## src/rtl/sctl_pkg.sv

```systemverilog
// Package: shared widths and address codes for the serial control interface.
// Assumes a 16-bit frame made of a 12-bit data field followed by a 4-bit address.
package sctl_pkg;
    localparam int DATA_W  = 12;
    localparam int ADDR_W  = 4;
    localparam int FRAME_W = DATA_W + ADDR_W;
    localparam int OFF_W   = 6;
    localparam int CM_W    = 2;
    localparam int WAKE_W  = 3;

    localparam logic [ADDR_W-1:0] A_MAIN  = 4'd0;
    localparam logic [ADDR_W-1:0] A_DAC1  = 4'd1;
    localparam logic [ADDR_W-1:0] A_DAC2  = 4'd2;
    localparam logic [ADDR_W-1:0] A_DAC3  = 4'd3;
    localparam logic [ADDR_W-1:0] A_IOFF  = 4'd4;
    localparam logic [ADDR_W-1:0] A_QOFF  = 4'd5;
    localparam logic [ADDR_W-1:0] A_CM    = 4'd6;
    localparam logic [ADDR_W-1:0] A_ADC   = 4'd7;
    localparam logic [ADDR_W-1:0] A_SHORT = 4'd8;
    localparam logic [ADDR_W-1:0] A_WAKE  = 4'd9;

    // Main enable bits that are kept; all other bits read as zero.
    localparam logic [DATA_W-1:0] MAIN_KEEP = 12'h270;
endpackage

```

## src/rtl/sctl_sync.sv

```systemverilog
// Module: brings the three asynchronous serial lines into the clk domain
// and detects rising edges of the synchronized serial clock.
// Assumes each serial level stays stable for at least two clk cycles.
module sctl_sync #(
    parameter int STAGES = 2
) (
    input  logic clk,
    input  logic rst_n,
    input  logic cs_n,
    input  logic sclk,
    input  logic sdi,
    output logic cs_s,
    output logic sclk_rise,
    output logic sdi_s
);
    localparam int LINES = 3;
    localparam logic [LINES-1:0] IDLE = 3'b001;   // {sdi, sclk, cs_n}

    logic [LINES-1:0] raw;
    logic [LINES-1:0] synced;
    logic             sclk_d;

    assign raw = {sdi, sclk, cs_n};

    for (genvar g = 0; g < LINES; g++) begin : g_line
        logic [STAGES-1:0] chain;
        // Shift the line through its synchronizer chain.
        always_ff @(posedge clk) begin
            if (!rst_n) chain <= {STAGES{IDLE[g]}};
            else        chain <= {chain[STAGES-2:0], raw[g]};
        end
        assign synced[g] = chain[STAGES-1];
    end

    // Keep the previous synchronized serial clock for edge detection.
    always_ff @(posedge clk) begin
        if (!rst_n) sclk_d <= 1'b0;
        else        sclk_d <= synced[1];
    end

    assign cs_s      = synced[0];
    assign sdi_s     = synced[2];
    assign sclk_rise = synced[1] & ~sclk_d;
endmodule

```

## src/rtl/sctl_shift.sv

```systemverilog
// Module: collects serial bits into a frame and flags a complete one when
// select is released after exactly FRAME_W bits. Other counts are dropped.
// Assumes synchronized inputs from sctl_sync.
module sctl_shift
    import sctl_pkg::*;
(
    input  logic               clk,
    input  logic               rst_n,
    input  logic               cs_s,
    input  logic               sclk_rise,
    input  logic               sdi_s,
    output logic               frame_valid,
    output logic [FRAME_W-1:0] frame
);
    localparam int CNT_MAX = FRAME_W + 1;
    localparam int CNT_W   = $clog2(CNT_MAX + 1);

    logic [CNT_W-1:0]   cnt;
    logic [FRAME_W-1:0] sreg;
    logic               cs_d;

    // Count bits in the frame; clear while deselected, saturate past a full frame.
    always_ff @(posedge clk) begin
        if (!rst_n || cs_s)                         cnt <= '0;
        else if (sclk_rise && cnt != CNT_W'(CNT_MAX)) cnt <= cnt + 1'b1;
    end

    // Shift serial data in, most significant bit first.
    always_ff @(posedge clk) begin
        if (!rst_n)                 sreg <= '0;
        else if (!cs_s && sclk_rise) sreg <= {sreg[FRAME_W-2:0], sdi_s};
    end

    // Flag a complete frame one cycle after select is released.
    always_ff @(posedge clk) begin
        if (!rst_n) begin
            cs_d        <= 1'b1;
            frame_valid <= 1'b0;
        end else begin
            cs_d        <= cs_s;
            frame_valid <= cs_s && !cs_d && (cnt == CNT_W'(FRAME_W));
        end
    end

    assign frame = sreg;


    valid_when_idle_chk: assert property (@(posedge clk) disable iff (!rst_n)
        frame_valid |-> cs_s);

    bad_count_drop_chk: assert property (@(posedge clk) disable iff (!rst_n)
        ($rose(cs_s) && cnt != CNT_W'(FRAME_W)) |=> !frame_valid);
endmodule

```

## src/rtl/sctl_regs.sv

```systemverilog
// Module: decodes a completed frame and updates the control register bank.
// Assumes frame_valid is a single-cycle strobe with frame stable alongside.
module sctl_regs
    import sctl_pkg::*;
(
    input  logic               clk,
    input  logic               rst_n,
    input  logic               frame_valid,
    input  logic [FRAME_W-1:0] frame,
    output logic [DATA_W-1:0]  en_main,
    output logic [DATA_W-1:0]  en_short,
    output logic               use_short,
    output logic [DATA_W-1:0]  dac1,
    output logic [DATA_W-1:0]  dac2,
    output logic [DATA_W-1:0]  dac3,
    output logic [OFF_W-1:0]   i_offset,
    output logic [OFF_W-1:0]   q_offset,
    output logic [CM_W-1:0]    cm_sel,
    output logic [WAKE_W-1:0]  wake_sel,
    output logic               adc_start
);
    logic [ADDR_W-1:0] addr;
    logic [DATA_W-1:0] data;

    assign addr = frame[ADDR_W-1:0];
    assign data = frame[FRAME_W-1:ADDR_W];

    // Write the addressed register and generate the ADC start strobe.
    always_ff @(posedge clk) begin
        if (!rst_n) begin
            en_main   <= '0;
            en_short  <= '0;
            use_short <= 1'b0;
            dac1      <= '0;
            dac2      <= '0;
            dac3      <= '0;
            i_offset  <= '0;
            q_offset  <= '0;
            cm_sel    <= '0;
            wake_sel  <= '0;
            adc_start <= 1'b0;
        end else begin
            adc_start <= frame_valid && (addr == A_ADC);
            if (frame_valid) begin
                case (addr)
                    A_MAIN:  begin en_main  <= data & MAIN_KEEP; use_short <= 1'b0; end
                    A_SHORT: begin en_short <= data;             use_short <= 1'b1; end
                    A_DAC1:  dac1     <= data;
                    A_DAC2:  dac2     <= data;
                    A_DAC3:  dac3     <= data;
                    A_IOFF:  i_offset <= data[OFF_W-1:0];
                    A_QOFF:  q_offset <= data[OFF_W-1:0];
                    A_CM:    cm_sel   <= data[CM_W-1:0];
                    A_WAKE:  wake_sel <= data[WAKE_W-1:0];
                    default: ;
                endcase
            end
        end
    end


    adc_pulse_chk: assert property (@(posedge clk) disable iff (!rst_n)
        adc_start |=> !adc_start);

    hold_no_write_chk: assert property (@(posedge clk) disable iff (!rst_n)
        !frame_valid |=> ($stable(dac1) && $stable(dac2) && $stable(dac3) && $stable(en_main)));

    source_on_write_chk: assert property (@(posedge clk) disable iff (!rst_n)
        !frame_valid |=> $stable(use_short));
endmodule

```

## src/rtl/sctl_top.sv

```systemverilog
// Module: serial control register interface top. It chains the synchronizer,
// the frame assembler and the register bank, and derives the enable bits.
// Assumes serial clock phases last at least three clk cycles.
module sctl_top
    import sctl_pkg::*;
(
    input  logic              clk,
    input  logic              rst_n,
    input  logic              cs_n,
    input  logic              sclk,
    input  logic              sdi,
    output logic [DATA_W-1:0] en_main,
    output logic [2:0]        aux_dac_en,
    output logic              aux_adc_en,
    output logic [DATA_W-1:0] en_short,
    output logic              use_short,
    output logic [DATA_W-1:0] dac1,
    output logic [DATA_W-1:0] dac2,
    output logic [DATA_W-1:0] dac3,
    output logic [OFF_W-1:0]  i_offset,
    output logic [OFF_W-1:0]  q_offset,
    output logic [CM_W-1:0]   cm_sel,
    output logic [WAKE_W-1:0] wake_sel,
    output logic              adc_start
);
    logic               cs_s, sclk_rise, sdi_s;
    logic               frame_valid;
    logic [FRAME_W-1:0] frame;

    sctl_sync #(.STAGES(2)) u_sync (
        .clk(clk), .rst_n(rst_n), .cs_n(cs_n), .sclk(sclk), .sdi(sdi),
        .cs_s(cs_s), .sclk_rise(sclk_rise), .sdi_s(sdi_s)
    );

    sctl_shift u_shift (
        .clk(clk), .rst_n(rst_n), .cs_s(cs_s), .sclk_rise(sclk_rise),
        .sdi_s(sdi_s), .frame_valid(frame_valid), .frame(frame)
    );

    sctl_regs u_regs (
        .clk(clk), .rst_n(rst_n), .frame_valid(frame_valid), .frame(frame),
        .en_main(en_main), .en_short(en_short), .use_short(use_short),
        .dac1(dac1), .dac2(dac2), .dac3(dac3),
        .i_offset(i_offset), .q_offset(q_offset), .cm_sel(cm_sel),
        .wake_sel(wake_sel), .adc_start(adc_start)
    );

    // Per-function enables taken from the main enable word.
    assign aux_dac_en = en_main[6:4];
    assign aux_adc_en = en_main[9];


    reserved_zero_chk: assert property (@(posedge clk) disable iff (!rst_n)
        en_main[11:10] == 2'b00);
endmodule

```

## config.mk

```make
export PLATFORM = sky130hd
export DESIGN_NAME = sctl_top
export DESIGN_NICKNAME = d
export VERILOG_FILES = /design/src/rtl/sctl_pkg.sv /design/src/rtl/sctl_sync.sv /design/src/rtl/sctl_shift.sv /design/src/rtl/sctl_regs.sv /design/src/rtl/sctl_top.sv
export SDC_FILE = /design/constraint.sdc
export NUM_CORES = 1
export LEC_CHECK = 0
export BUFFER_PORTS_ARGS = -buffer_cell sky130_fd_sc_hd__buf_2
export CAP_MARGIN = 5
export CORE_MARGIN = 1.5
export CORE_UTILIZATION = 53
export CTS_CLUSTER_SIZE = 8
export DETAILED_ROUTE_END_ITERATION = 6
export HOLD_SLACK_MARGIN = 0.08
export MAX_ROUTING_LAYER = met4
export PLACE_DENSITY_LB_ADDON = 0.2
export SLEW_MARGIN = 20
export SYNTH_ARGS = -nofsm -noshare
export SYNTH_HDL_FRONTEND = slang
export SYNTH_SLANG_ARGS = --single-unit
```

## constraint.sdc

```tcl
create_clock -name clk -period 1.8 [get_ports clk]
set_input_delay 0.09 -clock clk [delete_from_list [all_inputs] [get_ports clk]]
set_output_delay 0.09 -clock clk [all_outputs]
set_load 0.05 [all_outputs]
```

==> impl_results.md, run 1 <==
- Critical Path AT: between 1500 and 2000 ps
- Clock skew: approximately 6.4 ps
- Launch point of the worst hold path: rst_n
- Total DRC errors in the routed layout: 0
- Number of max-cap violations: 0
- Pwr per Cell Area: 846 nW/um^2
- Chip height: 88.1 um
- Kind of start point of the critical path: register
- GPL Wtd Cong: around 0.84
- Layout cells sized above 1: 22.3%
- Die X-Extent: 88.1 um
- Overflow left after global routing: 0
- Synth area leaders: dfxtp_1, mux2i_1, nand2_1
- Number of global-route vias before repair: 2457
- Most used DFF post-synth: dfxtp_1
- Antenna diode count: 0
- Share of synthesized area spent on multiplexers: 18.0%
- Actual transition at the worst max-transition pin: 709 ps
- Clock root buffer: clkbuf_8
- Count of pins over their slew limit: 0
- Wire length reported by the detailed router: 7.84 mm
- Most numerous cell in the Yosys netlist: nand2_1
- Unrepaired setup endpoints after global routing: false
- Post-Syn Area: 3830 sq um
- Initial core utilization: a little under three fifths
- CP Max Fanout: 5
- Fraction of the mapped netlist area in compound gates: 3.62%
- Via count: 2798
- Final total power: 3.74 mW
- Synth Area in Adders: 0.979%
- DRT iter0 DRCs: 142
- CTS tree: yes
- Row cnt: 30
- Main combinational cell family by area after synthesis: simple AND/OR/NAND/NOR gates
- Maximum root-to-sink buffer count: 2
- Final setup fails: 0
- Worst IR drop on VDD: 0.000457 V
- Switching share of total power: a little over a fifth
- Clock H-tree levels: 3
- # IOs: 88
- Yosys top cell area share: about 53%
- Number of warnings reported in the yosys synthesis log: 0
- Worst setup EP type: register
- Via density per instance: 4.94
- Internal power: around 2.9 mW
- Combinational share of power: approximately 2.7%
- Global-route wire length before repair: 12.2 mm
- Net Switching: 0.808 mW
- Initial DRT Pass Iterations: 4
- Wire per inst: between 10 and 15 um
- Post-route setup TNS: 0 ps
- Distinct cells, synth: 34
- Simple-gate area share of the yosys netlist: 18.0%
- Cells after synthesis: 392
- Clock buffers created by TritonCTS: 9
- Largest area contributor in the synthesized netlist: dfxtp_1
- Area of the placeable core: roughly 7000 sq um
- Final antenna-violating net count: 0
- Post-synth EDFFs: 0
- Placed wire-length estimate: around 5.4 mm
- Tmin final: 1570 ps
- R2R Path Start: u_shift.cnt[1]
- Final layout net count: 473
- Worst Hold Margin: 223 ps
- Number of clock sinks seen by CTS: about 100
- Share of flip-flops with an asynchronous set or reset: 0%
- Count of buffers from port buffering: a little under 80
- Placed Instances: 547
- Clk network pwr share: 37.4%
- Type of the most critical hold path: in2reg
- Final period util: 87.5%
- Pin count of the biggest net entering global routing: 27
- Worst skew pair latency: 350 ps
- Number of antenna violations at the first check in global routing: 0
- Worst endpoint required time: ~2100 ps
- Outcome: finished clean
- Commonest cells in the synthesized netlist: nand2_1, dfxtp_1, mux2i_1
- GRT Overall Usage: 21.6%
- Maximum clock frequency: 635 MHz
- Final non-filler cell total: about 570
- Hold violation count in the final report: 0
- Sequential group share of total power: 59.9%
- Flip-flop and latch count after synthesis: 101
- Xor and xnor area share after synthesis: 0%
- Die area: 7750 sq um
- Area added between synthesis and finish: 15.4%
- Mapped Avg Cell Area: 9.78 sq um
- Worst max-slew margin expressed relative to the limit: 52.7%
- Reported leakage power: 2.08 nW
- Clk slew on worst S/H paths: about 90 ps
- Sequential fraction of the synthesis area: 52.7%
- Launch point of the worst path: u_shift.cnt[1]
- Setup CP Type: reg2reg
path summary, 6_finish.rpt:
check                               to  slack (ps)  cells past startpoint
max                     u_shift.cnt[2]         230                      5
min                 u_regs.q_offset[3]         220                      3
max reg2reg             u_shift.cnt[2]         230                      5
min reg2reg  u_sync.g_line[0].chain[1]         410                      1
layout make-up:
cell class	count	area, sq um
sequential	101	2020
clock buffer	12	145
clock inverter	4	47.5
fill	602	2480
timing repair buffer	90	485
tap	96	120
multi-input combinational	259	1590
inverter	4	15.0
power groups by stage:
stage | combinational [mW] | sequential [mW] | clock, mW
final | 0.101 | 2.24 | 1.40
after CTS | 0.101 | 2.24 | 1.43
after floorplan | 0.0956 | 2.29 | 0
after detailed placement | 0.0958 | 2.30 | 0
after global routing | 0.109 | 2.25 | 1.51
after global placement | 0.0952 | 2.30 | 0
per-stage QoR:
step | util, % | cell area (sq um) | worst slack, ps
5_1_grt | 64.1 | 4420 | 118
3_5_place_dp | 60.8 | 4200 | 235
3_3_place_gp | 60.8 | 4200 | 310
2_1_floorplan | - | 3860 | 341
6_report | 64.1 | 4420 | 225
4_1_cts | 64.1 | 4420 | 226
state kept, by name, summed over array words and instances (netlist names), 2 cells and up:
name / flops
u_regs.wake_sel: 3
u_regs.i_offset: 6
u_regs.en_main: 4
u_regs.en_short: 12
u_regs.cm_sel: 2
u_regs.q_offset: 6
u_shift.frame: 16
u_regs.dac3: 12
u_regs.dac1: 12
u_sync.g_line.chain: 6
u_regs.dac2: 12
u_shift.cnt: 5
cells in the final DEF (no fill, tap or decap), types with 4 or more instances in the layout:
cell type  count
clkbuf_8      10
a21oi_1       20
nand3b_1       5
or3_1          5
buf_2         79
conb_1         8
mux2i_1       69
dfxtp_1      101
nand2b_1       4
buf_4          8
nand2_1      117
and2_1         6
logic make-up (layout without fill, tap and decap cells):
kind of cell	after synthesis	after routing
adders and majority gates	3	3
buffers and inverters	39	110
AOI/OAI and AO/OA	26	26
muxes	69	69
other	1	8
DFF	101	101
and+or+nand+nor	153	153
worst max-delay path, cell delays in order, from the launching register on:
cell,delay [ps]
dfxtp_1,390
inv_1,80
ha_1,170
and4bb_1,250
or4b_1,500
a21oi_1,130
metal layers:
metal  GRT usage (%)  vias to the layer above  share of wire (%)
met5               -                        -                  0
met4            7.67                        0                1.3
met3            4.81                       12                4.8
met2            33.1                       79                 46
met1            28.0                     1287                 48
li1                -                     1420                  -
what timing repair did:
| action | 4_1_cts | 5_1_grt |
|---|---|---|
| setup buffers | 0 | 0 |
| endpoints found under the setup margin | 0 | 0 |
| gates resized for setup | 0 | 0 |
| hold buffers | 3 | 0 |
| hold endpoints to repair | 3 | 0 |
Note: power is estimated with default switching activity, not from simulation.
==> run 2, diff against run 1 <==
- CORE_ASPECT_RATIO: unset -> 0.5
- SYNTH_HIERARCHICAL: unset -> 1
==> run 2 against run 1 <==
Net effect: count of clock-buffer cells in the layout decreased by 1; routed wire length increased by 3.5%; maximum frequency increased by 1.9%; total power increased by 14%; critical endpoint is now u_regs/en_short[10]; highest routed layer unchanged; sequential share of layout area decreased by 1.9 points.
==> impl_results.md, run 2 <==
- Outcome: finished clean
- Final layout net count: roughly 480
- Count of buffers from port buffering: between 70 and 80
- Tmin final: 1550 ps
- Worst IR drop on VDD: 0.000604 V
- Area added between synthesis and finish: 20.2%
- Clock buffers created by TritonCTS: 9
- # Post-CTS Setup Buffers: 0
- Maximum root-to-sink buffer count: 2
- # IOs: 88
- Clock H-tree levels: 3
- Type of the most critical hold path: reg2reg
- Reported leakage power: 2.18 nW
- Final setup fails: 0
- Worst Hold Margin: 409 ps
- Number of warnings reported in the yosys synthesis log: 6
- Sequential group share of total power: 52.6%
- Internal power: 3.41 mW
- Number of antenna violations at the first check in global routing: 0
- Setup CP Type: reg2reg
- Final instance area: 4620 sq um
- Worst path cell trace: nand3b_1 -> or3_1 -> mux2i_1
- Clk slew on worst S/H paths: roughly 60 ps
- Chip height: 63.2 um
- Antenna diode count: 0
- Sequential Area: 2020 sq um
- Total DRC errors in the routed layout: 0
- GPL Wtd Cong: approximately 0.8
- Post-route setup TNS: 0 ps
- Post-synth EDFFs: 0
- Layout cells sized above 1: 22.5%
- CP Max Fanout: 13
- Clock skew: 4.66 ps
- Via density per instance: 5.12
- Synth area leaders: dfxtp_1, mux2i_1, nand2_1
- Pin count of the biggest net entering global routing: 81
- Number of inserted filler cells in the final layout: 552
- Maximum clock frequency: 647 MHz
- Mapped Avg Cell Area: 9.89 sq um
- Via count: 2885
- Worst skew pair latency: 340 ps
- Wire per inst: between 10 and 15 um
- Number of global-route vias before repair: 2658
- Placed wire-length estimate: roughly 5.6 mm
- Worst endpoint required time: around 2000 ps
- Worst setup EP type: register
- Wire length reported by the detailed router: a little over 8 mm
- Area of the placeable core: 6830 sq um
- Most frequent standard cell in the layout excluding fill and tap cells: nand2_1
- Global-route wire length before repair: 12.8 mm
- Hold violation count in the final report: 0
- Post-Syn Area: between 3000 and 4000 sq um
- Actual transition at the worst max-transition pin: 725 ps
- GRT Overall Usage: 22.3%
- Share of flip-flops with an asynchronous set or reset: 0%
- Distinct cells, synth: 34
- Sequential fraction of the synthesis area: 52.7%
- Net Switching: 0.858 mW
- Kind of start point of the critical path: register
- Initial DRT Pass Iterations: 4
- Pwr per Cell Area: 925 nW/um^2
- Initial core utilization: 56.2%
- Most numerous cell in the Yosys netlist: nand2_1
- Clk network pwr share: 44.8%
- Die area: 7790 sq um
- Most used DFF post-synth: dfxtp_1
- Count of pins over their slew limit: 0
- Buffer and inverter count on the worst path: 0
- Maximum cell stage delay along the critical path: 640 ps
- Yosys top cell area share: 52.7%
- Final antenna-violating net count: 0
- Die X-Extent: 123 um
- Setup slack of the most critical reg-to-reg path: 250 ps
- Clock root buffer: clkbuf_16
- Largest area contributor in the synthesized netlist: dfxtp_1
- Commonest cells after routing, fill and taps aside: nand2_1, dfxtp_1, buf_2, mux2i_1, a21boi_1
- Overflow left after global routing: 0
- Combinational share of power: 2.6%
- Number of max-cap violations: 0
- Max stage delay cell, worst path: or3_1
- Unrepaired setup endpoints after global routing: false
- Final period util: 85.9%
- Cells after synthesis: 388
- Combined area of the multi-input logic cells: around 1600 sq um
- Row cnt: 21
- Switching share of total power: 20.1%
- Worst max-slew margin expressed relative to the limit: between 50% and 60%
- Critical Path AT: approximately 1700 ps
- Delay-heaviest family, CP: simple AND/OR/NAND/NOR gates
- CTS tree: yes
- Flip-flop count of the largest register after layout: 16
- Commonest cells in the synthesized netlist: nand2_1, dfxtp_1, mux2i_1
- Flip-flop and latch count after synthesis: 101
- DRT iter0 DRCs: 179
- DP Area: about 4200 sq um
- Number of clock sinks seen by CTS: 101
run 2: cell types whose count changed after synthesis, sizes merged, moves of 2 or more:
cell,delta
a21oi,-17
a21boi,+16
buf,-5
clkbuf,+3
nand2b,+2
nand4,+2
nor2,+2
or3,-2
xor2,+2
run 2: layout make-up:
cell class                      instances  share of cell area [%]
Inverter                                4                   0.325
Multi-Input combinational cell        257                    35.2
Clock buffer                           11                    5.48
Timing Repair Buffer                   94                    11.7
Clock inverter                          4                    1.03
Sequential cell                       101                    43.8
Tap cell                               92                    2.49
run 2: power by group through the flow:
| stage | Combinational [mW] | Clock [mW] | Sequential (mW) |
|---|---|---|---|
| after CTS | 0.109 | 1.95 | 2.24 |
| after detailed placement | 0.0984 | 0 | 2.29 |
| after floorplan | 0.0919 | 0 | 2.29 |
| after global routing | 0.119 | 2.05 | 2.24 |
| final | 0.110 | 1.91 | 2.24 |
| after global placement | 0.0963 | 0 | 2.29 |
run 2: through the flow:
| step | std cells | utilization [%] | power, mW | worst slack, ps |
|---|---|---|---|---|
| after CTS | 563 | 67.6 | 4.31 | 251 |
| final | 563 | 67.6 | 4.27 | 254 |
| after floorplan | 395 | - | 2.39 | 477 |
| after global placement | 541 | 62.1 | 2.39 | 330 |
| after global routing | 563 | 67.6 | 4.41 | 178 |
| after detailed placement | 541 | 62.1 | 2.39 | 260 |
run 2: cells by family after synthesis:
kind of cell	synth area share, %
other	0.0977
flip-flops	52.7
AND/OR/NAND/NOR	18.0
adder cells (fa/ha/maj)	0.978
XOR/XNOR	0.456
buffers and inverters	5.67
AO/OA/AOI/OAI	4.11
multiplexers	18.0
run 2: what timing repair did:
item	CTS	global route
hold buffers	7	0
resized for setup	0	0
hold endpoints to repair	6	0
run 2: routing by layer:
layer  vias up  part of all wire (%)  GRT usage (%)
li1       1413                     -              -
met1      1381                    44           26.2
met2        84                    49           37.0
met3         7                   6.0           6.79
met4         0                  0.76           6.61
met5         -                     0              -
run 2: path summary, 6_finish.rpt:
kind                                             endpoint                      start  cells past startpoint
worst max register to register        u_regs/en_short[10]           u_shift/frame[2]                      3
worst min register to register  u_sync/g_line[0].chain[1]  u_sync/g_line[0].chain[0]                      1
worst min-delay path            u_sync/g_line[0].chain[1]  u_sync/g_line[0].chain[0]                      1
worst max-delay path                  u_regs/en_short[10]           u_shift/frame[2]                      3
run 2: worst register-to-register path, cell delays in order (launching register included):
cell and delay (ps):
dfxtp_1 350, nand3b_1 190, or3_1 640, mux2i_1 230
==> run 3, diff against run 2 <==
- PLACE_DENSITY: unset -> 0.79
- PLACE_DENSITY_LB_ADDON: 0.2 -> unset
==> run 3 against run 2 <==
Net effect: routed wire length shrank 3.7%; sequential cell count is the same; worst hold slack lost 190 ps; non-clock buffer count shrank 1; largest cell class unchanged; first-iteration DRC count shrank 1.7%; cell area grew 0.22%; core utilization grew 0.15 points; setup slack gained 120 ps; global-route usage grew 0.43 points; via count shrank 3.1%; combinational power is essentially flat; largest power group unchanged; count of clock-buffer cells in the layout grew 2.
==> impl_results.md, run 3 (synthesis results as in run 2) <==
- Initial DRT Pass Iterations: 4
- Core occupancy in the finished layout: 67.7%
- Outcome: finished clean
- Layout cells sized above 1: 22.9%
- Pin count of the biggest net entering global routing: 37
- Hold violation count in the final report: 0
- Count of buffers from port buffering: 79
- Worst IR drop on VDD: 0.000580 V
- Overflow left after global routing: 0
- Unrepaired setup endpoints after global routing: false
- Area added between synthesis and finish: 20.5%
- Flip-flop count of the largest register after layout: 16
- Final instance area: 4630 sq um
- Die area: 7790 sq um
- Pwr per Cell Area: 960 nW/um^2
- Die X-Extent: around 120 um
- DP Area: 4270 sq um
- Global-route wire length before repair: between 10 and 15 mm
- Wire per inst: 13.9 um
- Via density per instance: between 4 and 5
- Setup CP Type: reg2reg
- Type of the most critical hold path: in2reg
- Final layout net count: 474
- Launch point of the worst path: u_shift/frame_valid
- Tmin final: 1420 ps
- Most frequent standard cell in the layout excluding fill and tap cells: nand2_1
- Final total power: 4.44 mW
- Worst max-slew margin expressed relative to the limit: about 61%
- Initial core utilization: 56.2%
- GRT Overall Usage: 22.7%
- Highest layer used for signal routing: met4
- Met2 layer wire length in the routed design: between 3 and 4 mm
- Final period util: 79.0%
- Maximum cell stage delay along the critical path: 370 ps
- CP Max Fanout: 8
- Antenna diode count: 0
- Reported leakage power: 2.19 nW
- Total DRC errors in the routed layout: 0
- Actual transition at the worst max-transition pin: 585 ps
- Placed wire-length estimate: 5.24 mm
- Worst endpoint required time: 2060 ps
- Wire length reported by the detailed router: approximately 7.8 mm
- Final setup fails: 0
- Final antenna-violating net count: 0
- Launch point of the worst hold path: rst_n
- Chip height: approximately 63 um
- Maximum root-to-sink buffer count: 2
- Row cnt: 21
- Routed wl met3: around 400 um
- Commonest cells after routing, fill and taps aside: nand2_1, dfxtp_1, buf_2, mux2i_1
- Clock H-tree levels: 3
- Worst path cell trace: nor3b_2 -> and3_1 -> buf_4 -> mux2i_1
- # IOs: 88
- Area of the placeable core: around 7000 sq um
- Number of global-route vias before repair: 2735
- Count of pins over their slew limit: 0
- Clock root buffer: clkbuf_16
- Kind of start point of the critical path: register
- Via count: 2796
- DRT iter0 DRCs: 176
- Clk slew on worst S/H paths: approximately 70 ps
- Number of max-cap violations: 0
- CTS tree: yes
- R2R Path Start: u_shift/frame_valid
- Worst setup EP type: register
- Maximum clock frequency: 703 MHz
- Number of clock sinks seen by CTS: ~100
- Critical Path AT: 1690 ps
- Clock buffers created by TritonCTS: 9
- GPL Wtd Cong: around 0.75
- Total routed wire length on the met1 layer: 3.74 mm
- Clock skew: 7.01 ps
- Number of antenna violations at the first check in global routing: 0
- # Post-CTS Setup Buffers: 0
- Worst skew pair latency: 340 ps
- Max stage delay cell, worst path: dfxtp_1
- Post-route setup TNS: 0 ps
## run 3: path summary, 6_finish.rpt
path                                                   to  slack, ps  depth (start not counted)
worst min-delay path            u_sync/g_line[0].chain[1]        220                          2
worst max register to register             u_regs/dac3[6]        380                          4
worst min register to register  u_sync/g_line[0].chain[1]        410                          1
worst max-delay path                       u_regs/dac3[6]        380                          4
## run 3: critical path: cells and delay by family, from the launching register on
family	cells	cell delay, ps
simple gates	2	560
flops	1	370
mux	1	220
buf+inv	1	190
## run 3: per-layer routing
metal / global-route usage, % / up-vias
li1: - / 1403
met1: 29.1 / 1332
met2: 34.6 / 56
met3: 7.97 / 5
met4: 5.60 / 0
met5: - / -
## run 3: timing repair
item                                    in CTS  in global routing
endpoints found under the setup margin       0                  0
resized for setup                            0                  0
hold buffers                                 3                  0
hold endpoints to repair                     3                  0
## run 3: cell type report
| type | instances | area, sq um |
|---|---|---|
| Timing Repair Buffer | 93 | 520 |
| Clock inverter | 3 | 67.6 |
| Tap cell | 92 | 115 |
| Clock buffer | 13 | 260 |
| Fill cell | 540 | 2210 |
| Multi-Input combinational cell | 257 | 1630 |
| Sequential cell | 101 | 2020 |
| Inverter | 4 | 15.0 |
## run 3: stage by stage
| stage | setup slack (ps) | hold slack [ps] | cells |
|---|---|---|---|
| 3_3_place_gp | 494 | 271 | 544 |
| 6_report | 378 | 218 | 563 |
| 4_1_cts | 401 | 224 | 563 |
| 3_5_place_dp | 460 | 276 | 544 |
| 5_1_grt | 256 | 268 | 563 |
| 2_1_floorplan | 477 | 163 | 395 |
## run 3: report_power, final
| group | switching (mW) | internal, mW | leakage [nW] | total (mW) |
|---|---|---|---|---|
| Clock | 0.791 | 1.29 | 0.156 | 2.09 |
| Sequential | 0.00237 | 2.24 | 0.815 | 2.24 |
| Combinational | 0.0805 | 0.0287 | 1.22 | 0.109 |
